<file path="src/rtl/cond_br_pkg.sv">
package cond_br_pkg;

  typedef enum logic [1:0] {
    K_SEL = 2'd0,
    K_SET = 2'd1,
    K_ABS = 2'd2,
    K_REL = 2'd3
  } br_kind_e;

  // Base (non-inverted) function for each selector value.
  function automatic logic base_cond(input logic [2:0] sel,
                                     input logic z, input logic n,
                                     input logic v, input logic c);
    logic ge;
    ge = ~(n ^ v);
    case (sel)
      3'd0:    base_cond = 1'b1;
      3'd1:    base_cond = c & ~z;
      3'd2:    base_cond = ~c;
      3'd3:    base_cond = ~z;
      3'd4:    base_cond = ~v;
      3'd5:    base_cond = ~n;
      3'd6:    base_cond = ge;
      default: base_cond = ~z & ge;
    endcase
  endfunction

  function automatic logic [31:0] abs_target(input logic [22:0] imm);
    abs_target = {7'd0, imm, 2'b00};
  endfunction

  function automatic logic [31:0] rel_target(input logic [31:0] base,
                                             input logic [15:0] imm);
    rel_target = base + {{14{imm[15]}}, imm, 2'b00};
  endfunction

endpackage

</file>
<file path="src/rtl/cond_eval.sv">
module cond_eval (
  input  logic [2:0] sel_i,
  input  logic       inv_i,
  input  logic       z_i,
  input  logic       n_i,
  input  logic       v_i,
  input  logic       c_i,
  output logic       hold_o
);
  import cond_br_pkg::*;

  logic raw;

  always_comb begin
    raw    = base_cond(sel_i, z_i, n_i, v_i, c_i);
    hold_o = raw ^ inv_i;
  end

endmodule

</file>
<file path="src/rtl/br_target.sv">
module br_target #(
  parameter int XLEN  = 32,
  parameter int ABS_W = 23
) (
  input  logic             rel_i,
  input  logic [ABS_W-1:0] imm_i,
  input  logic [XLEN-1:0]  base_i,
  output logic [XLEN-1:0]  tgt_o
);
  import cond_br_pkg::*;

  logic [XLEN-1:0] abs_t;
  logic [XLEN-1:0] rel_t;

  always_comb begin
    abs_t = abs_target(imm_i);
    rel_t = rel_target(base_i, imm_i[15:0]);
    tgt_o = rel_i ? rel_t : abs_t;
  end

endmodule

</file>
<file path="src/rtl/pc_seq.sv">
module pc_seq #(
  parameter int XLEN = 32
) (
  input  logic            clk,
  input  logic            rst_n,
  input  logic            valid_i,
  input  logic            take_i,
  input  logic [XLEN-1:0] tgt_i,
  output logic [XLEN-1:0] pc_o,
  output logic [XLEN-1:0] next_pc_o
);
  localparam logic [XLEN-1:0] STEP = XLEN'(4);

  logic [XLEN-1:0] pc_q;
  logic            pend_q;
  logic [XLEN-1:0] pend_tgt_q;
  logic            redirect_w;

  assign redirect_w = valid_i & pend_q;

  always_comb begin
    if (!valid_i)       next_pc_o = pc_q;
    else if (redirect_w) next_pc_o = pend_tgt_q;
    else                next_pc_o = pc_q + STEP;
  end

  always_ff @(posedge clk) begin
    if (!rst_n) begin
      pc_q       <= '0;
      pend_q     <= 1'b0;
      pend_tgt_q <= '0;
    end else if (valid_i) begin
      pc_q   <= next_pc_o;
      pend_q <= take_i;
      if (take_i) pend_tgt_q <= tgt_i;
    end
  end

  assign pc_o = pc_q;

  AST_IDLE_HOLDS: assert property (@(posedge clk) disable iff (!rst_n)
    !valid_i |=> $stable(pc_o));
  AST_SEQ_STEP: assert property (@(posedge clk) disable iff (!rst_n)
    (valid_i && !pend_q) |=> (pc_o == $past(pc_o) + STEP));
  AST_REDIRECT: assert property (@(posedge clk) disable iff (!rst_n)
    redirect_w |=> (pc_o == $past(pend_tgt_q)));
  AST_TAKE_ARMS: assert property (@(posedge clk) disable iff (!rst_n)
    (valid_i && take_i) |=> pend_q);

endmodule

</file>
<file path="src/rtl/cond_branch_unit.sv">
module cond_branch_unit #(
  parameter int XLEN  = 32,
  parameter int ABS_W = 23
) (
  input  logic             clk,
  input  logic             rst_n,
  input  logic             valid_i,
  input  logic [1:0]       kind_i,
  input  logic [2:0]       sel_i,
  input  logic             inv_i,
  input  logic             flag_z_i,
  input  logic             flag_n_i,
  input  logic             flag_v_i,
  input  logic             flag_c_i,
  input  logic [ABS_W-1:0] imm_i,
  input  logic [XLEN-1:0]  base_i,
  input  logic [XLEN-1:0]  opa_i,
  input  logic [XLEN-1:0]  opb_i,
  output logic [XLEN-1:0]  pc_o,
  output logic [XLEN-1:0]  next_pc_o,
  output logic             taken_o,
  output logic             set_o,
  output logic [XLEN-1:0]  sel_o
);
  import cond_br_pkg::*;

  logic            cond_w;
  logic            is_branch_w;
  logic [XLEN-1:0] tgt_w;

  cond_eval u_eval (
    .sel_i (sel_i),
    .inv_i (inv_i),
    .z_i   (flag_z_i),
    .n_i   (flag_n_i),
    .v_i   (flag_v_i),
    .c_i   (flag_c_i),
    .hold_o(cond_w)
  );

  br_target #(.XLEN(XLEN), .ABS_W(ABS_W)) u_tgt (
    .rel_i (kind_i == K_REL),
    .imm_i (imm_i),
    .base_i(base_i),
    .tgt_o (tgt_w)
  );

  assign is_branch_w = (kind_i == K_ABS) || (kind_i == K_REL);
  assign taken_o     = valid_i & is_branch_w & cond_w;
  assign set_o       = (kind_i == K_SET) & cond_w;
  assign sel_o       = cond_w ? opa_i : opb_i;

  pc_seq #(.XLEN(XLEN)) u_seq (
    .clk      (clk),
    .rst_n    (rst_n),
    .valid_i  (valid_i),
    .take_i   (taken_o),
    .tgt_i    (tgt_w),
    .pc_o     (pc_o),
    .next_pc_o(next_pc_o)
  );

  AST_NO_TAKE_NONBRANCH: assert property (@(posedge clk) disable iff (!rst_n)
    (kind_i == K_SET || kind_i == K_SEL) |-> !taken_o);
  AST_SET_EXCLUSIVE: assert property (@(posedge clk) disable iff (!rst_n)
    set_o |-> (sel_o == opa_i));

endmodule

</file>
<file path="config.mk">
export PLATFORM = sky130hd
export DESIGN_NAME = cond_branch_unit
export DESIGN_NICKNAME = d
export VERILOG_FILES = /design/src/rtl/cond_br_pkg.sv /design/src/rtl/cond_eval.sv /design/src/rtl/br_target.sv /design/src/rtl/pc_seq.sv /design/src/rtl/cond_branch_unit.sv
export SDC_FILE = /design/constraint.sdc
export NUM_CORES = 1
export LEC_CHECK = 0
export ABC_AREA = 1
export BUFFER_PORTS_ARGS = -buffer_cell sky130_fd_sc_hd__buf_2
export CAP_MARGIN = 15
export CELL_PAD_IN_SITES_DETAIL_PLACEMENT = 1
export CELL_PAD_IN_SITES_GLOBAL_PLACEMENT = 2
export CORE_MARGIN = 5
export CORE_UTILIZATION = 27
export DETAILED_ROUTE_END_ITERATION = 8
export MAX_ROUTING_LAYER = met4
export PLACE_DENSITY = 0.95
export RECOVER_POWER = 50
export SLEW_MARGIN = 20
export SYNTH_ARGS = -nofsm -noshare
export SYNTH_HDL_FRONTEND = slang
export SYNTH_HIERARCHICAL = 1
export SYNTH_SLANG_ARGS = --single-unit
</file>
<file path="constraint.sdc">
create_clock -name clk -period 3.6 [get_ports clk]
set_input_delay 0 -clock clk [delete_from_list [all_inputs] [get_ports clk]]
set_output_delay 0 -clock clk [all_outputs]
set_load 0.1 [all_outputs]
</file>
==> impl_results.md, run 1 <==
- Outcome: complete, no violations
- DR vias/cell: 4.618
- Synth cell types: 43
- Most frequent cell after synthesis: nand2_1
- Hold_ws: 0.03324 ns
- Netlist Area Pre-Place: 0.006829 mm2
- Setup TNS: 0 ns
- WP data required: 3.60 ns
- Maximum root-to-sink buffer count: 2
- CTS buffer count: 9
- Chip Height: 169.0 um
- Setup CP Type: flip-flop to output port
- DRC viols: 0
- Top post-synthesis cells by area: nand2_1, dfxtp_1, nor2_1
- Post-placement cell area: 0.008207 mm2
- Total congestion overflow: 0
- Slew Limit Headroom: 0.1815
- Clock Sinks: 65
- Max cap viols: 0
- Crit. End Element: output port
- RR Startpoint: u_seq/pend_q
- WL per Instance: roughly 15 um
- Root Driver: clkbuf_16
- Power Dens Cells: 342.7 mW/mm2
- Post-CTS Hold Fix Bufs: 0
- Layout cells sized above 1: 0.1829
- Post-Syn Area per Cell: 5.472 um2
- Number of global-route vias before repair: 8274
- Ys flop type: dfxtp_1
- Initial antenna violation count: 0
- Max Freq: 355.9 MHz
- Hold_sp: base_i[0]
- Core area: around 0.025 mm2
- Leakage Power: between 4 and 5 nW
- Synth warnings: 6
- Leading area contributor after synthesis: nand2_1
- Vias: 8266
- Post-cts resize count: 0
- Worst vdd ir: 0.1432 mV
- Clk slew on worst S/H paths: roughly 0.06 ns
- # diodes: 0
- Slew Viols, Final: 0
- Total Routing Usage GR: 0.1813
- Hold Vio Cnt, Final: 0
- Yosys top cell area share: 0.2638
- RePlAce Congestion: 0.9157
- Number of synthesized register bits: 65
- Layout Skew: around 0.0065 ns
- Nature of the critical path startpoint: flip-flop
- Setup bufs post-CTS: 0
- TritonCTS clock tree: yes
- CP Max Fanout: 37
- Row count: 58
- I/O Buffers: 229
- Syn nets: 1411
- Initial core utilization: 0.2728
- First-pass GRT wire length: 41360 um
- IO Count: 230
- WHS Endpoint: u_seq/pend_tgt_q[0]
- Reg2Reg Setup Slack: around 1.4 ns
- Post-synth EDFFs: 0
- Cells after synthesis: 1248
- Die width: 169.0 um
- Final HPWL DP: 21990 um
- Commonest cells in the netlist: nand2_1, nor2_1, inv_1
- Worst-Skew Late Latency: ~0.33 ns
- Pre-antenna DRT Iters: 5
- R2r worst-path depth: 5
- # setup viols final: 0
- Fillers: 3549
- R2r endpoint: u_seq/pc_o[25]
- Overall power: ~2.9 mW
- Largest net degree at the start of global routing: 53
- Synth-to-layout area growth: 22.92%
- H-Tree Depth: 3
- Async S/R FF share, synth: 0
- Fin nets: 1618
- Die ar.: between 0.02 and 0.03 mm2
- Detail Route Antenna Nets: 0
- Crit path time final: 2.810 ns
- Tcrit/Tclk final: 0.7806
- Hold Path Class: input port to flip-flop
- Post-route cell area: 0.008394 mm2
- Violation count after the first detailed-route iteration: 299
- Register area share after synthesis: 0.1905
- RSZ-0062 raised after global routing: no
- Worst Setup Slack, final: roughly 0.79 ns
- WL final: between 20000 and 30000 um
- Worst slew pin tran: 1.233 ns
- Data arrival, critical path: 2.81 ns
- Hold Crit Depth: 5
- Post-Place Setup Slack: ~1.2 ns
-- critical path, stage by stage (launching register included) --
cell and delay (ns):
dfxtp_1 0.78, inv_1 0.72, nand3_1 0.29, nand2_1 0.09, nand2_1 0.13, buf_2 0.45
-- metal layers --
metal  vias up  share of wire  GRT usage
met4         0          0.024    0.05775
met2       157           0.47     0.2962
li1       4257              -          -
met1      3814           0.48     0.2393
met3        38          0.032    0.01425
met5         -              0          -
-- cells in the final DEF (no fill, tap or decap), types with 11 or more instances in the layout --
cell and instances:
a21oi_1 52, nand2_1 480, nand3_1 65, dfxtp_1 65
nand2_2 23, nor2_1 167, buf_2 163, nor2_4 11
nor2_2 15, ha_1 30, clkbuf_1 67, o21ai_0 57
inv_1 166
-- state kept, by name, indices dropped and copies added, names as in the netlist --
register,count
u_seq/pc_o,32
u_seq/pend_tgt_q,32
u_seq/pend_q,1
-- cell families (layout without fill, tap and decap cells) --
logic type               count (synthesis)  after routing  share of synthesized area
AND/OR/NAND/NOR                        792            792                     0.4965
buffers and inverters                  215            427                     0.1304
AO/OA/AOI/OAI                          136            136                     0.1130
flip-flops                              65             65                     0.1905
adder cells (fa/ha/maj)                 31             31                    0.05790
XOR/XNOR                                 9              9                    0.01154
-- report_power, final --
part           switching, mW  internal (mW)  total (mW)
sequential            0.0224          0.743       0.765
combinational           1.02          0.286        1.30
clock                  0.341          0.467       0.807
-- stage by stage --
stage                     utilization  instances
after global placement         0.3278       1774
after global routing           0.3353       1790
final                          0.3353       1790
after detailed placement       0.3278       1774
after floorplan                     -       1248
after CTS                      0.3387       1790
-- layout make-up --
type	count	area, um2	area share
Sequential cell	65	1301	0.1550
Tap cell	330	412.9	0.04919
Clock inverter	6	43.79	0.005217
Inverter	177	671.9	0.08004
Timing Repair Buffer	234	1101	0.1312
Clock buffer	10	229.0	0.02728
Multi-Input combinational cell	968	4634	0.5521
-- worst max-delay path by stage --
stage	startpoint	end	slack, ns
after global routing	u_seq/pend_q	next_pc_o[24]	0.55
final	u_seq/pend_q	next_pc_o[27]	0.79
after detailed placement	sel_i[1]	u_seq/pend_tgt_q[28]	1.22
after global placement	sel_i[0]	u_seq/pend_tgt_q[1]	1.34
after CTS	u_seq/pc_o[2]	next_pc_o[24]	1.12
after floorplan	u_seq/pc_o[2]	u_seq/pc_o[4]	0.25
Power figures use the tool's default switching activity.
==> run 2, diff against run 1 <==
Settings changed: CORE_UTILIZATION 27 to 22, PLACE_DENSITY 0.95 to 0.86.
Clock period 3.6 ns to 2.3 ns, I/O delays scaled along.
==> run 2 against run 1 <==
Net effect: cell count rose by 4.2%; via count barely moved; global-route usage fell by 2.0 points; combinational power rose by 85%; clock-buffer cell count rose by 1; non-clock buffer count rose by 9; sequential power rose by 57%; critical path depth rose by 5; worst setup slack got worse by 0.63 ns.
==> impl_results.md, run 2 (same netlist as run 1, synthesis figures left out) <==
- Slew Viols, Final: 0
- Power Dens Cells: 532.2 mW/mm2
- Vias: 8267
- Pre-antenna DRT Iters: 5
- WP data required: 2.30 ns
- Core Util, Final: 0.3079
- WL per Instance: 15.30 um
- Post-route cell area: 0.009418 mm2
- Layout Cells excl Fill: between 1500 and 2000
- Number of global-route vias before repair: 8267
- Worst slew pin tran: 1.261 ns
- Die width: 186.2 um
- Chip Height: 186.2 um
- Max stage delay on crit path: 0.36 ns
- Layout Skew: 0.006358 ns
- Slowest cell on the critical path: dfxtp_2
- Clk slew on worst S/H paths: 0.05 ns
- Reg2Reg Setup Slack: 0.59 ns
- Placed Cells: 1848
- Max cap viols: 0
- Outcome: complete, no violations
- Hold Crit Depth: 5
- TritonCTS clock tree: yes
- RePlAce Congestion: 0.8616
- Worst path bufs/invs: 1
- DRC viols: 0
- Maximum root-to-sink buffer count: 2
- Total Routing Usage GR: 0.1612
- Fin nets: 1627
- CTS buffer count: 9
- Core area: 0.03059 mm2
- First-pass GRT wire length: 43440 um
- Initial antenna violation count: 0
- Violation count after the first detailed-route iteration: roughly 360
- Max Freq: 467.7 MHz
- Die ar.: 0.03466 mm2
- Worst vdd ir: 0.3360 mV
- Total congestion overflow: 0
- DR vias/cell: around 4.4
- Commonest non-fill, non-tap cell in the layout: nand2_1
- Tcrit/Tclk final: 0.9296
- H-Tree Depth: 3
- Post-Place Setup Slack: about 0.11 ns
- Area of the multi-input gates: 0.004647 mm2
- Hold_sp: base_i[0]
- IO Count: 230
- CP Max Fanout: 5
- Layout cells sized above 1: 0.2260
- Root Driver: clkbuf_16
- Final HPWL DP: 24090 um
- Fillers: slightly above 4000
- RR Startpoint: u_seq/pc_o[2]
- Data arrival, critical path: 2.14 ns
- Clock Sinks: 65
- Most used cell, CP: nand2_1
- Detail Route Antenna Nets: 0
- RSZ-0062 raised after global routing: no
- Nature of the critical path startpoint: flip-flop
- Worst-Skew Late Latency: 0.34 ns
- Hold Vio Cnt, Final: 0
- Worst Setup Slack, final: 0.1620 ns
- Slew Limit Headroom: 0.1627
- WL final: ~29000 um
- Crit. End Element: output port
- Setup TNS: 0 ns
- Synth-to-layout area growth: 37.91%
- R2r worst-path depth: 10
- Post-placement cell area: 0.009236 mm2
- # diodes: 0
- Register area: 0.001331 mm2
- Setup CP Type: flip-flop to output port
- Crit path time final: 2.138 ns
- Row count: 64
- I/O Buffers: 229
- Hold Path Class: input port to flip-flop
- Setup bufs post-CTS: 0
- Leakage Power: between 4 and 5 nW
- # setup viols final: 0
- Largest net degree at the start of global routing: between 50 and 60
- Critical-path cell list: ha_1 > nand2_1 > nor2_4 > nand2_4 > nor2_2 > nand3_1 > nand3_1 > nand2_1 > nand2_1 > clkbuf_4
- Initial core utilization: 0.2232
- Commonest non-fill, non-tap cells in the layout: nand2_1, nor2_1, inv_1
- R2r endpoint: u_seq/pc_o[18]
- Cell family with most CP delay: simple AND/OR/NAND/NOR gates
- WHS Endpoint: u_seq/pend_tgt_q[0]
[run 2: cell types whose count changed in the layout (fill, tap and decap cells not counted), moves of 3 or more]
cell / before / now
buf_12: 0 / 49
clkbuf_1: 67 / 33
buf_2: 163 / 138
dfxtp_1: 65 / 41
dfxtp_2: 0 / 24
buf_4: 5 / 14
clkbuf_4: 0 / 6
clkinvlp_4: 4 / 0
o21ai_0: 57 / 54
o21ai_1: 3 / 6
[run 2: how the worst max path moves through the flow]
stage,from,end,slack (ns),cells after the start
after global placement,imm_i[0],u_seq/pend_tgt_q[10],0.16,11
after CTS,u_seq/pc_o[2],next_pc_o[22],0.02,10
after detailed placement,imm_i[15],u_seq/pend_tgt_q[23],0.11,13
after global routing,u_seq/pc_o[2],next_pc_o[26],0.005,11
after floorplan,u_seq/pc_o[2],next_pc_o[22],0.001,9
final,u_seq/pc_o[2],next_pc_o[30],0.16,10
[run 2: metal layers]
layer	up-vias	track usage	wire length (um)
li1	4272	-	-
met3	21	0.01439	933
met4	0	0.03119	310
met5	-	-	0
met1	3843	0.2237	13710
met2	131	0.2585	13580
[run 2: through the flow]
stage          total power, mW  hold slack [ns]
2_1_floorplan            2.837           0.1272
3_3_place_gp             3.650           0.3364
3_5_place_dp             3.678           0.3530
4_1_cts                  5.119          0.01165
5_1_grt                  5.282          0.03442
6_report                 5.012          0.02124
[run 2: cell type report]
type                       instances  area share
clock buffer                      11     0.02684
timing repair buffer             243      0.2087
clock inverter                     5    0.005713
multi-input combinational        968      0.4934
tap                              396     0.05261
sequential                        65      0.1414
inverter                         177     0.07134
[run 2: power by group]
group / switching, mW / internal [mW]
sequential: 0.0317 / 1.16
combinational: 1.68 / 0.723
clock: 0.522 / 0.894
total: 2.23 / 2.78
[run 2: timing repair]
action                                  CTS  global route
gates resized for setup                   0             8
endpoints found under the setup margin    0             4
hold endpoints to repair                  1             0
hold buffers                              1             0
[run 2: tightest hold or removal path, stage by stage]
cell and delay (ns):
buf_2 0.08, nand2_1 0.04, inv_1 0.04, o21ai_0 0.07
nor2_1 0.09
==> run 3, diff against run 2 <==
Settings changed: PLACE_DENSITY 0.86 to default, PLACE_DENSITY_LB_ADDON from default to 0.1.
==> run 3 against run 2 <==
Net effect: critical path depth shrank 1; power grew 2.1%; clock-buffer cell count is the same; clock power grew 7%; largest power group unchanged; global-route usage grew 0.85 points; critical path type unchanged; combinational power is essentially flat; flip-flop and latch count is the same; first-iteration DRC count shrank 27%; via count shrank 2.3%; sequential power is essentially flat; critical endpoint is now next_pc_o[19].
==> impl_results.md, run 3 (same netlist as run 1, synthesis figures left out) <==
- Final HPWL DP: 25000 um
- Setup TNS: 0 ns
- CP startpoint: u_seq/pc_o[14]
- Die width: 186.2 um
- Reg2Reg Setup Slack: 0.63 ns
- Crit. End Element: output port
- P_sw: 2.222 mW
- Total Routing Usage GR: 0.1697
- Data arrival, critical path: 2.16 ns
- Slew Limit Headroom: 0.1979
- # setup viols final: 0
- GRT met2 Usage: 0.2822
- Max stage delay on crit path: 0.38 ns
- Commonest non-fill, non-tap cell in the layout: nand2_1
- Leakage Power: 4.970 nW
- Hold Vio Cnt, Final: 0
- Fillers: approximately 4000
- Die ar.: approximately 0.035 mm2
- Pre-antenna DRT Iters: 7
- Max Freq: around 460 MHz
- R2r worst-path depth: 10
- WL final: 29470 um
- GR peak layer: met2
- R2r endpoint: u_seq/pc_o[26]
- Tcrit/Tclk final: 0.9390
- Setup bufs post-CTS: 0
- Chip Height: 186.2 um
- Core area: 0.03059 mm2
- Setup CP Type: flip-flop to output port
- Number of global-route vias before repair: 8214
- Layout Skew: 0.01155 ns
- IO Count: 230
- Worst slew pin tran: between 1 and 1.5 ns
- Most used cell, CP: nand2_1
- Worst vdd ir: between 0.2 and 0.3 mV
- Violation count after the first detailed-route iteration: 263
- Gate power share: 0.470
- # diodes: 0
- RR Startpoint: u_seq/pc_o[2]
- H-Tree Depth: 3
- Crit path to: next_pc_o[19]
- Hold Path Class: input port to flip-flop
- Max cap viols: 0
- TritonCTS clock tree: yes
- Clock Sinks: 65
- Maximum root-to-sink buffer count: 2
- Critical-path cell list: nand2_1 > nor2_1 > nand2_1 > nor2_4 > nand3_1 > nand3_1 > nand2_1 > nand2_1 > clkbuf_4
- Sequential Power Share: 0.234
- Post-placement cell area: just over 0.009 mm2
- Commonest non-fill, non-tap cells in the layout: nand2_1, nor2_1, inv_1
- Internal cell power: a little under 3 mW
- Power Dens Cells: 538.8 mW/mm2
- Post-route cell area: ~0.0095 mm2
- CP Max Fanout: 7
- Clk pwr share: 0.296
- Initial core utilization: 0.2232
- Clk slew on worst S/H paths: 0.05 ns
- Placed Cells: around 1900
- I/O Buffers: between 200 and 250
- Nature of the critical path startpoint: flip-flop
- Met3 usage in global routing: 0.01147
- Worst-Skew Late Latency: 0.34 ns
- First-pass GRT wire length: ~45000 um
- Fin nets: 1632
- RSZ-0062 raised after global routing: no
- WP data required: approximately 2.3 ns
- Total congestion overflow: 0
- DRC viols: 0
- Layout Cells excl Fill: between 1500 and 2000
- Slowest cell on the critical path: dfxtp_2
- Vias: 8074
- Row count: 64
- CTS buffer count: 9
- Met1 Usage GRT: 0.2286
- Root Driver: clkbuf_16
- Hold_ws: between 0.03 and 0.04 ns
- Detail Route Antenna Nets: 0
- Layout cells sized above 1: 0.2286
- Synth-to-layout area growth: 39.15%
- Largest net degree at the start of global routing: 45
- RePlAce Congestion: around 0.84
- Outcome: complete, no violations
- Slew Viols, Final: 0
- Switching part of the total: 0.4340
- DR vias/cell: 4.318
- Crit path time final: around 2.2 ns
- Initial antenna violation count: 0
- WL per Instance: 15.76 um
run 3: through the flow:
| stage | setup slack, ns | power, mW | utilization |
|---|---|---|---|
| 2_1_floorplan | 0.001144 | 2.837 | - |
| 3_3_place_gp | 0.06017 | 3.691 | 0.3033 |
| 3_5_place_dp | 0.04838 | 3.704 | 0.3033 |
| 4_1_cts | 0.02031 | 5.260 | 0.3149 |
| 5_1_grt | 0.004538 | 5.421 | 0.3107 |
| 6_report | 0.1402 | 5.120 | 0.3107 |
run 3: power by group through the flow:
stage	Clock (mW)	Combinational (mW)	Sequential, mW
after floorplan	0	1.54	1.30
after global placement	0	2.47	1.22
after detailed placement	0	2.48	1.22
after CTS	1.57	2.49	1.20
after global routing	1.63	2.59	1.20
final	1.52	2.41	1.20
run 3: cell type report:
class,count,area (um2),share of cell area
Multi-Input combinational cell,968,4647,0.4890
Timing Repair Buffer,248,2032,0.2138
Sequential cell,65,1333,0.1402
Inverter,177,665.6,0.07005
Tap cell,396,495.5,0.05214
Clock buffer,11,252.7,0.02660
Clock inverter,5,77.57,0.008163
run 3: per-layer routing:
metal	part of all wire	vias up
met3	0.023	16
li1	-	4282
met4	0.0095	0
met2	0.49	103
met1	0.48	3673
met5	0	-
run 3: timing repair:
item                                   in CTS  in global routing
endpoints found under the hold margin       2                  0
hold buffers                                2                  0
setup endpoints to repair                   1                  4
gates resized for setup                     1                  6
run 3: worst min-delay path by stage:
stage / start / to / cells past startpoint
2_1_floorplan: rst_n / u_seq/pc_o[4] / 1
3_3_place_gp: base_i[0] / u_seq/pend_tgt_q[0] / 5
3_5_place_dp: base_i[0] / u_seq/pend_tgt_q[0] / 5
4_1_cts: imm_i[19] / u_seq/pend_tgt_q[21] / 5
5_1_grt: imm_i[19] / u_seq/pend_tgt_q[21] / 5
6_report: imm_i[19] / u_seq/pend_tgt_q[21] / 5
run 3: critical path: cells and delay by family (launching register included):
family        cells  cell delay [ns]
flops             1             0.38
simple gates      8             1.11
buf+inv           1             0.33
